==> config.mk <==
export PLATFORM = sky130hd
export DESIGN_NAME = ir_timer_pair
export DESIGN_NICKNAME = d
export VERILOG_FILES = /design/src/rtl/irtp_pkg.sv /design/src/rtl/irtp_sync.sv /design/src/rtl/irtp_ctrl.sv /design/src/rtl/irtp_dp.sv /design/src/rtl/ir_timer_pair.sv
export SDC_FILE = /design/constraint.sdc
export NUM_CORES = 1
export LEC_CHECK = 0
export CAP_MARGIN = 5
export CORE_MARGIN = 3
export CORE_UTILIZATION = 53
export DETAILED_ROUTE_END_ITERATION = 10
export GPL_TIMING_DRIVEN = 0
export PLACE_DENSITY = 0.76
export SLEW_MARGIN = 0
export SYNTH_ARGS = -nofsm -noshare
export SYNTH_HDL_FRONTEND = slang
export SYNTH_SLANG_ARGS = --single-unit
export TNS_END_PERCENT = 100
==> constraint.sdc <==
create_clock -name clk -period 2.8 [get_ports clk]
set_clock_uncertainty 0.2 [all_clocks]
set_input_delay 0.56 -clock clk [delete_from_list [all_inputs] [get_ports clk]]
set_output_delay 0.56 -clock clk [all_outputs]
set_load 0.05 [all_outputs]
==> src/rtl/irtp_pkg.sv <==
package irtp_pkg;
  typedef struct packed {
    logic runEn;
    logic irSel;
    logic mainPreTick;
    logic carTick;
  } strobe_t;
endpackage

==> src/rtl/irtp_sync.sv <==
module irtp_sync (
  input  logic clk,
  input  logic rstN,
  input  logic pinIn,
  output logic sNow,
  output logic sPrev
);
  logic stage1;
  always_ff @(posedge clk) begin
    if (!rstN) begin
      stage1 <= 1'b0;
      sNow   <= 1'b0;
      sPrev  <= 1'b0;
    end else begin
      stage1 <= pinIn;
      sNow   <= stage1;
      sPrev  <= sNow;
    end
  end
endmodule

==> src/rtl/irtp_ctrl.sv <==
module irtp_ctrl import irtp_pkg::*; #(
  parameter int CNT_W = 16,
  parameter int CAR_W = 8,
  parameter int PRE_W = 8,
  parameter int NCH   = 5,
  parameter int AW    = 5
) (
  input  logic                   clk,
  input  logic                   rstN,
  input  logic                   wrEn,
  input  logic [AW-1:0]          wrAddr,
  input  logic [CNT_W-1:0]       wrData,
  output strobe_t                strb,
  output logic [CNT_W-1:0]       perSh,
  output logic [CAR_W-1:0]       carPerSh,
  output logic [CAR_W-1:0]       carCmpSh,
  output logic [NCH*CNT_W-1:0]   cmpSh,
  output logic [NCH*3-1:0]       modeSh,
  output logic [NCH:0]           clrMask
);
  localparam int A_CTRL  = 0;
  localparam int A_PRE   = 1;
  localparam int A_PER   = 2;
  localparam int A_CPRE  = 3;
  localparam int A_CPER  = 4;
  localparam int A_CCMP  = 5;
  localparam int A_CLR   = 6;
  localparam int A_CMP0  = 8;
  localparam int A_MODE0 = 16;

  logic             runReg, irReg;
  logic [PRE_W-1:0] preDiv, carPre, preCnt, carPreCnt;
  logic             mainPreTick, carTick;

  always_ff @(posedge clk) begin
    if (!rstN) begin
      runReg   <= 1'b0;
      irReg    <= 1'b0;
      preDiv   <= '0;
      carPre   <= '0;
      perSh    <= '1;
      carPerSh <= '1;
      carCmpSh <= '0;
    end else if (wrEn) begin
      case (wrAddr)
        AW'(A_CTRL): begin runReg <= wrData[0]; irReg <= wrData[1]; end
        AW'(A_PRE):  preDiv   <= wrData[PRE_W-1:0];
        AW'(A_PER):  perSh    <= wrData;
        AW'(A_CPRE): carPre   <= wrData[PRE_W-1:0];
        AW'(A_CPER): carPerSh <= wrData[CAR_W-1:0];
        AW'(A_CCMP): carCmpSh <= wrData[CAR_W-1:0];
        default: ;
      endcase
    end
  end

  for (genvar i = 0; i < NCH; i++) begin : g_chReg
    logic [CNT_W-1:0] cmpReg;
    logic [2:0]       modeReg;
    always_ff @(posedge clk) begin
      if (!rstN) begin
        cmpReg  <= '0;
        modeReg <= '0;
      end else if (wrEn) begin
        if (wrAddr == AW'(A_CMP0 + i))  cmpReg  <= wrData;
        if (wrAddr == AW'(A_MODE0 + i)) modeReg <= wrData[2:0];
      end
    end
    assign cmpSh[i*CNT_W +: CNT_W] = cmpReg;
    assign modeSh[i*3 +: 3]        = modeReg;
  end

  assign mainPreTick = runReg && (preCnt == preDiv);
  assign carTick     = runReg && (carPreCnt == carPre);

  always_ff @(posedge clk) begin
    if (!rstN) begin
      preCnt    <= '0;
      carPreCnt <= '0;
    end else begin
      preCnt    <= (!runReg || mainPreTick) ? '0 : preCnt + 1'b1;
      carPreCnt <= (!runReg || carTick) ? '0 : carPreCnt + 1'b1;
    end
  end

  assign clrMask = (wrEn && wrAddr == AW'(A_CLR)) ? wrData[NCH:0] : '0;

  always_comb begin
    strb.runEn       = runReg;
    strb.irSel       = irReg;
    strb.mainPreTick = mainPreTick;
    strb.carTick     = carTick;
  end
endmodule

==> src/rtl/irtp_dp.sv <==
module irtp_dp import irtp_pkg::*; #(
  parameter int CNT_W = 16,
  parameter int CAR_W = 8,
  parameter int NCH   = 5
) (
  input  logic                 clk,
  input  logic                 rstN,
  input  strobe_t              strb,
  input  logic [CNT_W-1:0]     perSh,
  input  logic [CAR_W-1:0]     carPerSh,
  input  logic [CAR_W-1:0]     carCmpSh,
  input  logic [NCH*CNT_W-1:0] cmpSh,
  input  logic [NCH*3-1:0]     modeSh,
  input  logic [NCH:0]         clrMask,
  input  logic [NCH-1:0]       capIn,
  output logic [CNT_W-1:0]     cnt,
  output logic [CNT_W-1:0]     perAct,
  output logic [NCH-1:0]       chanOut,
  output logic                 carOut,
  output logic                 irOut,
  output logic [NCH*CNT_W-1:0] capVal,
  output logic [NCH-1:0]       chanFlag,
  output logic                 ovfFlag
);
  logic [CAR_W-1:0] carCnt, carPerAct, carCmpAct;
  logic             carWrap, mainTick, mainWrap, loadMain, loadCar;

  assign carWrap  = strb.carTick && (carCnt >= carPerAct);
  assign mainTick = strb.irSel ? carWrap : strb.mainPreTick;
  assign mainWrap = mainTick && (cnt >= perAct);
  assign loadMain = !strb.runEn || mainWrap;
  assign loadCar  = !strb.runEn || carWrap;

  always_ff @(posedge clk) begin
    if (!rstN) begin
      carCnt    <= '0;
      carPerAct <= '1;
      carCmpAct <= '0;
      cnt       <= '0;
      perAct    <= '1;
      ovfFlag   <= 1'b0;
    end else begin
      if (strb.carTick) carCnt <= carWrap ? '0 : carCnt + 1'b1;
      if (loadCar) begin
        carPerAct <= carPerSh;
        carCmpAct <= carCmpSh;
      end
      if (mainTick) cnt <= mainWrap ? '0 : cnt + 1'b1;
      if (loadMain) perAct <= perSh;
      ovfFlag <= mainWrap | (ovfFlag & ~clrMask[NCH]);
    end
  end

  assign carOut = carCnt < carCmpAct;

  for (genvar i = 0; i < NCH; i++) begin : g_ch
    logic [CNT_W-1:0] cmpAct, capReg;
    logic             flagReg, sNow, sPrev, isCap, capHit, cmpHit;

    irtp_sync u_sync (.clk(clk), .rstN(rstN), .pinIn(capIn[i]), .sNow(sNow), .sPrev(sPrev));

    assign isCap  = modeSh[i*3];
    assign capHit = isCap && ((modeSh[i*3+1] && sNow && !sPrev) ||
                              (modeSh[i*3+2] && !sNow && sPrev));
    assign cmpHit = !isCap && mainTick && (cnt == cmpAct);

    always_ff @(posedge clk) begin
      if (!rstN) begin
        cmpAct  <= '0;
        capReg  <= '0;
        flagReg <= 1'b0;
      end else begin
        if (loadMain) cmpAct <= cmpSh[i*CNT_W +: CNT_W];
        if (capHit)   capReg <= cnt;
        flagReg <= capHit | cmpHit | (flagReg & ~clrMask[i]);
      end
    end

    assign chanOut[i]              = !isCap && (cnt < cmpAct);
    assign capVal[i*CNT_W +: CNT_W] = capReg;
    assign chanFlag[i]             = flagReg;
  end

  assign irOut = strb.irSel & chanOut[0] & carOut;
endmodule

==> src/rtl/ir_timer_pair.sv <==
module ir_timer_pair import irtp_pkg::*; #(
  parameter int CNT_W = 16,
  parameter int CAR_W = 8,
  parameter int PRE_W = 8,
  parameter int NCH   = 5,
  parameter int AW    = 5
) (
  input  logic                 clk,
  input  logic                 rstN,
  input  logic                 wrEn,
  input  logic [AW-1:0]        wrAddr,
  input  logic [CNT_W-1:0]     wrData,
  input  logic [NCH-1:0]       capIn,
  output logic [NCH-1:0]       chanOut,
  output logic                 carOut,
  output logic                 irOut,
  output logic [CNT_W-1:0]     cnt,
  output logic [NCH*CNT_W-1:0] capVal,
  output logic [NCH-1:0]       chanFlag,
  output logic                 ovfFlag
);
  strobe_t              strb;
  logic [CNT_W-1:0]     perSh, perAct;
  logic [CAR_W-1:0]     carPerSh, carCmpSh;
  logic [NCH*CNT_W-1:0] cmpSh;
  logic [NCH*3-1:0]     modeSh;
  logic [NCH:0]         clrMask;
  logic                 runSig, irSel;

  irtp_ctrl #(.CNT_W(CNT_W), .CAR_W(CAR_W), .PRE_W(PRE_W), .NCH(NCH), .AW(AW)) u_ctrl (
    .clk(clk), .rstN(rstN), .wrEn(wrEn), .wrAddr(wrAddr), .wrData(wrData),
    .strb(strb), .perSh(perSh), .carPerSh(carPerSh), .carCmpSh(carCmpSh),
    .cmpSh(cmpSh), .modeSh(modeSh), .clrMask(clrMask));

  irtp_dp #(.CNT_W(CNT_W), .CAR_W(CAR_W), .NCH(NCH)) u_dp (
    .clk(clk), .rstN(rstN), .strb(strb), .perSh(perSh), .carPerSh(carPerSh),
    .carCmpSh(carCmpSh), .cmpSh(cmpSh), .modeSh(modeSh), .clrMask(clrMask),
    .capIn(capIn), .cnt(cnt), .perAct(perAct), .chanOut(chanOut), .carOut(carOut),
    .irOut(irOut), .capVal(capVal), .chanFlag(chanFlag), .ovfFlag(ovfFlag));

  assign runSig = strb.runEn;
  assign irSel  = strb.irSel;
endmodule

==> summary.txt, run 1 <==
Global routing
  – Number of global-route vias before repair: around 16,000
  – Total Routing Usage GR: 0.3048
  – Grt ovf: 0
  – First-pass GRT wire length: ~86,000 um
  – Initial antenna violation count: 1
  – Largest net degree at the start of global routing: 14

Clocking
  – Maximum clock insertion buffer count: 3
  – Cts bufs inserted: 42
  – CTS tree: done
  – Clk root buf: clkbuf_16
  – Clk sinks: ~400
  – Worst skew pair latency: approximately 0.54 ns
  – Post-CTS Hold Fix Bufs: 0
  – H-tree Lvls: 2
  – Clock Pin Slew Worst Setup and Hold Paths: approximately 0.060 ns

STA
  – Worst Hold Slack: 0.2324 ns
  – Final setup viols: 104
  – Fmax: around 0.3 GHz
  – TNS Setup: -15.37 ns
  – Unrepaired setup endpoints after global routing: true
  – Slew @ Worst Pin: about 1.1 ns
  – Post-route setup slack: -0.5721 ns
  – Fin crit share: 1.204
  – Min Tclk post-route: roughly 3.4 ns
  – Rel. slew slack: 0.2649
  – Final hold violation count: 0
  – Max Slew Vio Count: 0

Hold path
  – Hold EP: u_dp.g_ch[1].u_sync.sNow
  – Worst Hold Launch: u_dp.g_ch[1].u_sync.stage1
  – Worst hold path cell count: 1
  – Tightest Hold Check Type: reg -> reg

Synthesis
  – Register area share after synthesis: 0.4435
  – Post-synth cell types: 63
  – Synth area leaders: dfxtp_1 44%, mux2i_1 12%, nand2_1 8.5%
  – Share of Yosys cell area claimed by the top area cell type: 0.4435
  – Synth Net Count: between 2,000 and 2,500
  – Area leader, netlist: dfxtp_1
  – Synth warn: 0
  – Number of synthesized flops with an enable pin: 0
  – Synth Register Bits: about 400
  – Synth Flop Type: dfxtp_1
  – Mapped Cells: about 2,100
  – Ys async rst share: 0
  – Avg Synthesized Cell Area: around 8.6 um2
  – Cell area after synthesis: approximately 18,000 um2

Worst setup path
  – CP top delay family: compound AO/OA/AOI/OAI gates
  – FF-to-FF setup slack: -0.19 ns
  – CP endpoint kind: primary output
  – Required @ worst endpoint: approximately 2 ns
  – Reg-to-Reg Start: u_dp.cnt[11]
  – CP Class: reg -> out
  – CP bufs+invs: 2
  – R2R depth: 12
  – Crit path from: u_dp.cnt[9]
  – Worst path slowest cell: dfxtp_4
  – Crit-path max FO: 4
  – CP peak stage delay: 0.37 ns
  – Worst reg2reg endpoint: u_dp.perAct[14]
  – Crit path cell chain: buf_12, ha_4, a21o_1, a21o_1, a21oi_2, or2_4, a41oi_4, a2111oi_4, buf_6
  – Startpoint Class: flip-flop
  – Most used cell along the critical path: a21o_1
  – Worst EP arrival: 2.61 ns

Finish
  – Post-route insts no fill: 2,825
  – Share of cells above drive strength 1: 0.1243
  – # nets final: between 2,000 and 2,500
  – Commonest non-fill, non-tap cell in the layout: nand2_1
  – Leading cell types in the layout, fill and taps excluded: 409 x nand2_1, 376 x dfxtp_1, 209 x nor2_1
  – Final Util: 0.6985
  – Fillers: approximately 2,400
  – Flip-flop and latch area: approximately 8000 um2
  – Post-layout instance area: approximately 23,000 um2
  – P&R area growth vs syn: 28.12%
  – Multi-input logic area: 9600 um2

Placed design
  – Cell Area, Placed: 20,090 um2
  – Gpl congestion: about 0.90
  – Placed Cells: between 2,000 and 3,000
  – Buffers on Ports: 130
  – Hpwl dp: 37,600 um
  – Pre-CTS setup slack: -0.8239 ns

Detailed routing
  – Vias per cell: slightly below 6
  – WL/cell: between 20 and 25 um
  – DR DRC count: 0
  – DRT Pass-1 Iters: 6
  – Antenna Violating Nets Remaining: 0
  – Final wirelength: between 50,000 and 60,000 um
  – Number of DRC markers in iteration 0: approximately 1,800
  – Via count: approximately 16,000

Flow run
  – Maxcap violations: 0

Die
  – Core footprint: about 33,000 um2
  – Initial core utilization: 0.5452
  – Chip width: approximately 190 um
  – DIE HEIGHT: around 190 um
  – IO Pins: about 140
  – Die footprint: around 36,000 um2
  – # rows: 66

Pwr
  – Clock Power Share: 0.463
  – Internal power: 8.940 mW
  – Tot Pwr: between 10 and 15 mW
  – Leakage: roughly 10 nW
  – Comb pwr share: 0.046
  – Switching Power: 2.662 mW
  – Power Dens Cells: 504.1 nW/um2
  – Switching share of power: 0.2295
  – Seq pwr share: 0.491
  – Worst vdd ir: 0.0004925 V

Run status
  – Violated checks: negative setup slack
  – Status: finished, violations left
power by group through the flow:
stage | Combinational [mW] | Sequential, mW | Clock [mW]
2_1_floorplan | 0.264 | 5.82 | 0
3_3_place_gp | 0.460 | 5.83 | 0
3_5_place_dp | 0.464 | 5.83 | 0
4_1_cts | 0.494 | 5.70 | 5.38
5_1_grt | 0.556 | 5.70 | 5.60
6_report | 0.533 | 5.70 | 5.37
registers in the layout (all words and copies together), names as in the netlist, 5 cells and up:
register,flops
u_dp.carCnt,8
u_ctrl.g_chReg.modeReg,15
u_dp.g_ch.u_sync.stage1,5
u_dp.g_ch.flagReg,5
u_dp.perAct,16
u_dp.g_ch.u_sync.sNow,5
u_ctrl.carPerSh,8
u_dp.carCmpAct,8
u_dp.g_ch.u_sync.sPrev,5
u_dp.cnt,16
u_ctrl.preDiv,8
u_ctrl.carPre,8
u_ctrl.preCnt,8
u_dp.g_ch.capReg,80
u_ctrl.carPreCnt,8
u_ctrl.carCmpSh,8
u_ctrl.perSh,16
u_dp.g_ch.cmpAct,80
u_ctrl.g_chReg.cmpReg,80
u_dp.carPerAct,8
Yosys cell counts, types with 8 or more instances:
library cell  number
nor2_1           213
a21oi_1          134
o21ai_0           35
nor3_1            18
mux2i_1          209
and2_1            17
a31oi_1           11
buf_4             11
nand3b_1           9
dfxtp_1          398
nand2b_1          12
inv_1            121
nand2_1          409
a21o_1            16
ha_1             115
xor2_1            28
nand4_1           13
clkbuf_1         106
nor2b_1           10
nand3_1           88
o211ai_1           8
and3_1            12
kinds of logic after synthesis:
family | synth area share
xor gates and xnor gates | 0.01658
DFF | 0.4435
and+or+nand+nor | 0.2020
AOI/OAI and AO/OA | 0.08101
buffers and inverters | 0.06032
muxes | 0.1165
adders and majority gates | 0.08010
what timing repair did:
action / in CTS / in global routing
gates cloned: 5 / 5
setup endpoints to repair: 137 / 186
setup buffers: 56 / 26
resized for setup: 135 / 89
pin swaps: 32 / 43
metal layers:
metal | up-vias | GRT usage | share of wire
met1 | 7769 | 0.3741 | 0.39
met3 | 234 | 0.05325 | 0.084
met5 | - | 0 | 0.00022
met2 | 786 | 0.5118 | 0.47
met4 | 2 | 0.1609 | 0.057
li1 | 7508 | - | -
final cells by class:
type,instances,area share
multi-input combinational,1440,0.4171
sequential,398,0.3494
timing repair buffer,215,0.1014
clock buffer,66,0.05491
buffer,132,0.03023
tap,442,0.02403
inverter,122,0.02022
clock inverter,9,0.002555
antenna,1,0.0001087
worst max path at each step:
stage | to | cells after the start
after floorplan | chanOut[3] | 7
after global placement | chanOut[3] | 8
after detailed placement | chanOut[3] | 8
after CTS | chanOut[1] | 10
after global routing | chanOut[3] | 9
final | chanOut[3] | 9
Note: power is estimated with default switching activity, not from simulation.
==> inputs of run 2 (changes only) <==
clock period = 2.97 ns   (was 2.8 ns; I/O delays follow)
==> summary.txt, run 2 (synthesis gave the netlist of run 1 again) <==
STA
  – Max Slew Vio Count: 0 (unchanged)
  – Final setup viols: 6 (-94%)
  – Post-route setup slack: -0.4164 ns (+0.1557 ns)
  – Final hold violation count: 0 (unchanged)
  – Rel. slew slack: 0.1934 (-0.07158)
  – Fin crit share: 1.140
  – Unrepaired setup endpoints after global routing: true
  – Min Tclk post-route: around 3.4 ns
  – Fmax: 0.2953 GHz
  – TNS Setup: -2.038 ns (+13.34 ns)
  – Slew @ Worst Pin: 1.210 ns (+0.1074 ns)

Finish
  – Commonest non-fill, non-tap cell in the layout: nand2_1
  – Fillers: 2,378 (-1.7%)
  – Leading cell types in the layout, fill and taps excluded: 408 x nand2_1, 377 x dfxtp_1, 210 x nor2_1
  – Post-route insts no fill: 2,806 (-0.67%)
  – Biggest regs: u_ctrl.g_chReg.cmpReg: 80 flops, u_dp.g_ch.capReg: 80 flops, u_dp.g_ch.cmpAct: 80 flops
  – # nets final: 2,475 (-0.80%)
  – Post-layout instance area: 22,860 um2 (-0.67%)
  – P&R area growth vs syn: 27.25%
  – Share of cells above drive strength 1: 0.1147 (-0.009532)

Die
  – Chip width: 190.1 um (unchanged)
  – Die footprint: 36,140 um2 (unchanged)
  – IO Pins: 138 (unchanged)
  – Initial core utilization: 0.5452 (unchanged)
  – DIE HEIGHT: 190.1 um (unchanged)
  – Core footprint: 32,950 um2 (unchanged)
  – # rows: 66 (unchanged)

Worst setup path
  – Crit-path max FO: 5 (+1)
  – Worst path slowest cell: dfxtp_4
  – CP endpoint kind: primary output
  – Startpoint Class: flip-flop
  – CP Class: reg -> out
  – Crit path cell chain: buf_12, buf_12, ha_4, nand4_1, nor2_2, and3_1, o221a_4, o31ai_4, buf_6, and3_4, buf_8
  – CP peak stage delay: 0.40 ns (+0.03 ns)
  – Most used cell along the critical path: buf_12
  – Required @ worst endpoint: 2.18 ns (+0.14 ns)
  – Worst EP arrival: 2.59 ns (-0.02 ns)

Placed design
  – Placed Cells: 2,667 (-0.037%)
  – Gpl congestion: 0.9149 (+1.2%)
  – Buffers on Ports: 130 (unchanged)
  – Cell Area, Placed: 19,950 um2 (-0.69%)
  – Pre-CTS setup slack: -0.6577 ns (+0.1662 ns)
  – Hpwl dp: 37,620 um (about the same)

Clocking
  – H-tree Lvls: 2 (unchanged)
  – Worst skew pair latency: 0.55 ns (about the same)
  – Post-CTS Hold Fix Bufs: 0 (unchanged)
  – Clk sinks: 398 (unchanged)
  – Clock Pin Slew Worst Setup and Hold Paths: 0.06 ns (about the same)
  – Clk root buf: clkbuf_16
  – Cts bufs inserted: 43 (+2.4%)
  – CTS tree: done
  – Maximum clock insertion buffer count: 3 (unchanged)

Global routing
  – Number of global-route vias before repair: 15,490 (-1.7%)
  – Largest net degree at the start of global routing: 14 (unchanged)
  – Initial antenna violation count: 1 (unchanged)
  – Grt ovf: 0 (unchanged)
  – Total Routing Usage GR: 0.3060 (+0.001227)
  – First-pass GRT wire length: 86,470 um (+0.20%)

Pwr
  – Worst vdd ir: 0.0004161 V (-16%)
  – Tot Pwr: 11.36 mW (-2.1%)
  – Power Dens Cells: 496.9 nW/um2 (-1.4%)
  – Leakage: 10.19 nW (-1.3%)

Flow run
  – Maxcap violations: 0 (unchanged)

Detailed routing
  – Via count: 16,130 (-1.0%)
  – Antenna Violating Nets Remaining: 0 (unchanged)
  – Vias per cell: 5.748 (-0.37%)
  – WL/cell: 20.47 um (-1.4%)
  – DR DRC count: 0 (unchanged)
  – Final wirelength: 57,430 um (-2.0%)
  – DRT Pass-1 Iters: 6 (unchanged)
  – Number of DRC markers in iteration 0: 1,563 (-11%)

Hold path
  – Tightest Hold Check Type: reg -> reg

Run status
  – Status: finished, violations left
  – Violated checks: negative setup slack
[run 2: changes by cell type in the layout (fill, tap and decap cells not counted), sizes merged]
| cell | delta |
|---|---|
| clkbuf | -14 |
| bufinv | +6 |
| diode | +1 |
| clkdlybuf4s50 | +2 |
| clkinv | +5 |
| dlymetal6s2s | -2 |
| clkinvlp | +1 |
| buf | -18 |
[run 2: worst max-delay path, delay by kind of cell (launching register included)]
family | cells | cell delay (ns)
and+or+nand+nor | 4 | 0.58
buffers and inverters | 4 | 0.55
DFF | 1 | 0.40
adders and majority gates | 1 | 0.25
AOI/OAI and AO/OA | 2 | 0.25
[run 2: cell type report]
type                       instances  area (um2)  area share
multi-input combinational       1440        9599      0.4199
sequential                       398        8039      0.3517
timing repair buffer             192        2068     0.09048
clock buffer                      55        1171     0.05123
buffer                           134       693.2     0.03032
tap                              442       553.0     0.02419
inverter                         122       465.4     0.02036
clock inverter                    21       265.3     0.01160
antenna                            2       5.005   0.0002189
[run 2: metrics by stage]
| step | hold WS [ns] | util |
|---|---|---|
| 5_1_grt | 0.2382 | 0.6937 |
| 3_5_place_dp | 0.2236 | 0.6055 |
| 6_report | 0.2431 | 0.6938 |
| 4_1_cts | 0.2376 | 0.6776 |
| 3_3_place_gp | 0.2158 | 0.6055 |
| 2_1_floorplan | 0.2119 | - |
[run 2: final timing paths]
check        slack [ns]                  endpoint                  startpoint  depth (start not counted)
max               -0.42                     irOut                 u_dp.cnt[9]                         11
min reg2reg        0.24  u_dp.g_ch[0].u_sync.sNow  u_dp.g_ch[0].u_sync.stage1                          1
min                0.24  u_dp.g_ch[0].u_sync.sNow  u_dp.g_ch[0].u_sync.stage1                          1
max reg2reg        0.04              u_dp.cnt[10]                 u_dp.cnt[3]                          8
[run 2: metal layers]
| layer | vias up | wire length, um | track usage |
|---|---|---|---|
| met4 | 0 | 3042 | 0.1598 |
| met1 | 7670 | 22750 | 0.3839 |
| met2 | 793 | 26540 | 0.5012 |
| met5 | - | 0 | 0 |
| li1 | 7468 | - | - |
| met3 | 198 | 5092 | 0.05823 |
[run 2: what timing repair did]
action,CTS,global route
buffers inserted,41,16
endpoints found under the setup margin,118,140
gates cloned,7,1
gates resized for setup,141,65
hold endpoints to repair,0,0
pin swaps,35,34
[run 2: where the power goes]
group          internal [mW]  leakage, nW  total, mW  switching [mW]
sequential              5.35         3.23       5.37          0.0186
combinational          0.145         6.25      0.497           0.352
clock                   3.31        0.706       5.49            2.18
total                   8.80         10.2       11.4            2.56
==> inputs of run 3 (changes only) <==
CORE_MARGIN = 4   (was 3)
CORE_UTILIZATION = 58   (was 53)
CTS_BUF_LIST = sky130_fd_sc_hd__clkbuf_16   (was default)
DONT_BUFFER_PORTS = 1   (was default)
==> summary.txt, run 3 (synthesis gave the netlist of run 1 again) <==
Die
  – Initial core utilization: 0.5872 (+0.04206)
  – Chip width: 184.0 um (-3.2%)
  – IO Pins: 138 (unchanged)
  – Die footprint: 33,850 um2 (-6.3%)
  – # rows: 64 (-3.0%)
  – DIE HEIGHT: 184.0 um (-3.2%)
  – Core footprint: 30,590 um2 (-7.2%)

Finish
  – Post-route insts no fill: 2,590 (-7.7%)
  – Post-layout instance area: 20,660 um2 (-9.6%)
  – # nets final: 2,305 (-6.9%)
  – P&R area growth vs syn: 14.99%
  – Final Util: 0.6753 (-0.01851)
  – Commonest non-fill, non-tap cell in the layout: nand2_1
  – Share of cells above drive strength 1: 0.08394 (-0.03079)
  – Biggest regs: u_ctrl.g_chReg.cmpReg: 80 flops, u_dp.g_ch.capReg: 80 flops, u_dp.g_ch.cmpAct: 80 flops
  – Leading cell types in the layout, fill and taps excluded: 409 x nand2_1, 377 x dfxtp_1, 211 x nor2_1

Hold path
  – Tightest Hold Check Type: in -> reg

Placed design
  – Placed Cells: 2,491 (-6.6%)
  – Gpl congestion: 0.9107 (-0.46%)
  – Cell Area, Placed: 18,600 um2 (-6.8%)
  – Hpwl dp: 36,410 um (-3.2%)
  – Pre-CTS setup slack: -0.8358 ns (-0.1781 ns)
  – Buffers on Ports: 0 (-100%)

Worst setup path
  – CP peak stage delay: 0.71 ns (+0.31 ns)
  – Startpoint Class: flip-flop
  – FF-to-FF setup slack: -0.46 ns (-0.50 ns)
  – CP Class: reg -> out
  – Required @ worst endpoint: 2.18 ns (about the same)
  – Reg-to-Reg Start: u_dp.cnt[9]
  – Worst Setup EP: irOut
  – Worst reg2reg endpoint: u_dp.g_ch[0].cmpAct[13]
  – Crit path cell chain: ha_4, a21oi_2, nor2b_1, o21ai_1, a21oi_2, o31ai_4, and3_4
  – CP endpoint kind: primary output
  – Worst path slowest cell: o31ai_4
  – Worst EP arrival: 3.07 ns (+0.48 ns)
  – Crit-path max FO: 7 (+2)
  – Crit path from: u_dp.cnt[9]
  – R2R depth: 12 (+4)
  – Most used cell along the critical path: a21oi_2

Run status
  – Status: finished, violations left
  – Violated checks: negative setup slack

Clocking
  – Clk sinks: 398 (unchanged)
  – H-tree Lvls: 2 (unchanged)
  – Cts bufs inserted: 41 (-4.7%)
  – Clk root buf: clkbuf_16
  – Maximum clock insertion buffer count: 3 (unchanged)
  – Clock Pin Slew Worst Setup and Hold Paths: 0.07 ns (about the same)
  – CTS tree: done
  – Worst skew pair latency: 0.55 ns (about the same)

STA
  – Worst Hold Slack: 0.001724 ns (-0.2413 ns)
  – Max Slew Vio Count: 0 (unchanged)
  – Rel. slew slack: 0.1779 (-0.01546)
  – Slew @ Worst Pin: 1.233 ns (+0.02319 ns)
  – Min Tclk post-route: 3.859 ns (+0.4729 ns)
  – Final hold violation count: 0 (unchanged)
  – Post-route setup slack: -0.8893 ns (-0.4729 ns)
  – Fmax: 0.2591 GHz (-12%)
  – Unrepaired setup endpoints after global routing: true
  – Fin crit share: 1.299 (+0.1592)
  – TNS Setup: -35.36 ns (-33.32 ns)
  – Final setup viols: 110 (+104)

Global routing
  – Total Routing Usage GR: 0.3075 (+0.001455)
  – Largest net degree at the start of global routing: 16 (+2)
  – First-pass GRT wire length: 82,140 um (-5.0%)
  – Initial antenna violation count: 2 (+1)
  – Number of global-route vias before repair: 14,780 (-4.6%)
  – Grt ovf: 0 (unchanged)

Detailed routing
  – DR DRC count: 0 (unchanged)
  – Vias per cell: 5.854 (+1.8%)
  – Number of DRC markers in iteration 0: 1,475 (-5.6%)
  – Via count: 15,160 (-6.0%)
  – WL/cell: 20.72 um (+1.2%)
  – DRT Pass-1 Iters: 5 (-1)
  – Antenna Violating Nets Remaining: 0 (unchanged)
  – Final wirelength: 53,660 um (-6.6%)

Pwr
  – Tot Pwr: 11.09 mW (-2.3%)
  – Worst vdd ir: 0.0003773 V (-9.3%)
  – Power Dens Cells: 537.0 nW/um2 (+8.1%)
  – Leakage: 9.344 nW (-8.3%)

Flow run
  – Maxcap violations: 0 (unchanged)
## run 3: worst max-delay path: cells and delay by family, from the launching register on
family | cells | cell delay (ns)
compound gates | 4 | 1.11
flops | 1 | 0.62
simple gates | 2 | 0.50
fa+ha+maj | 1 | 0.28
## run 3: metal layers
layer	up-vias	part of all wire	track usage
met5	-	0	0
met4	0	0.043	0.1198
met3	158	0.084	0.05501
met2	594	0.46	0.5038
met1	7265	0.42	0.4056
li1	7145	-	-
## run 3: how the worst min path moves through the flow
| stage | start | end | slack, ns | cells past startpoint |
|---|---|---|---|---|
| after CTS | wrData[8] | u_ctrl.g_chReg[0].cmpReg[8] | 0.0003 | 2 |
| after floorplan | u_dp.g_ch[0].u_sync.stage1 | u_dp.g_ch[0].u_sync.sNow | 0.21 | 1 |
| after global placement | u_dp.g_ch[1].u_sync.stage1 | u_dp.g_ch[1].u_sync.sNow | 0.22 | 1 |
| after global routing | wrData[8] | u_ctrl.perSh[8] | 0.01 | 2 |
| final | wrData[10] | u_ctrl.g_chReg[4].cmpReg[10] | 0.002 | 2 |
| after detailed placement | u_dp.g_ch[1].u_sync.stage1 | u_dp.g_ch[1].u_sync.sNow | 0.22 | 1 |
## run 3: repair_timing
item,in CTS,in global routing
hold endpoints to repair,34,0
buffers inserted,7,3
setup endpoints to repair,121,124
pin swaps,11,35
hold buffers,13,0
gates resized for setup,46,43
## run 3: cell type report
cell class / count / area (um2)
antenna: 2 / 5.005
tap: 396 / 495.5
sequential: 398 / 8036
multi-input combinational: 1440 / 9449
buffer: 135 / 640.6
timing repair buffer: 23 / 187.7
clock inverter: 32 / 325.3
inverter: 122 / 465.4
fill: 2415 / 9933
clock buffer: 42 / 1051
## run 3: power by group
group	internal, mW	leakage (nW)	switching, mW
sequential	5.35	3.23	0.0188
combinational	0.106	5.43	0.320
clock	3.11	0.691	2.19
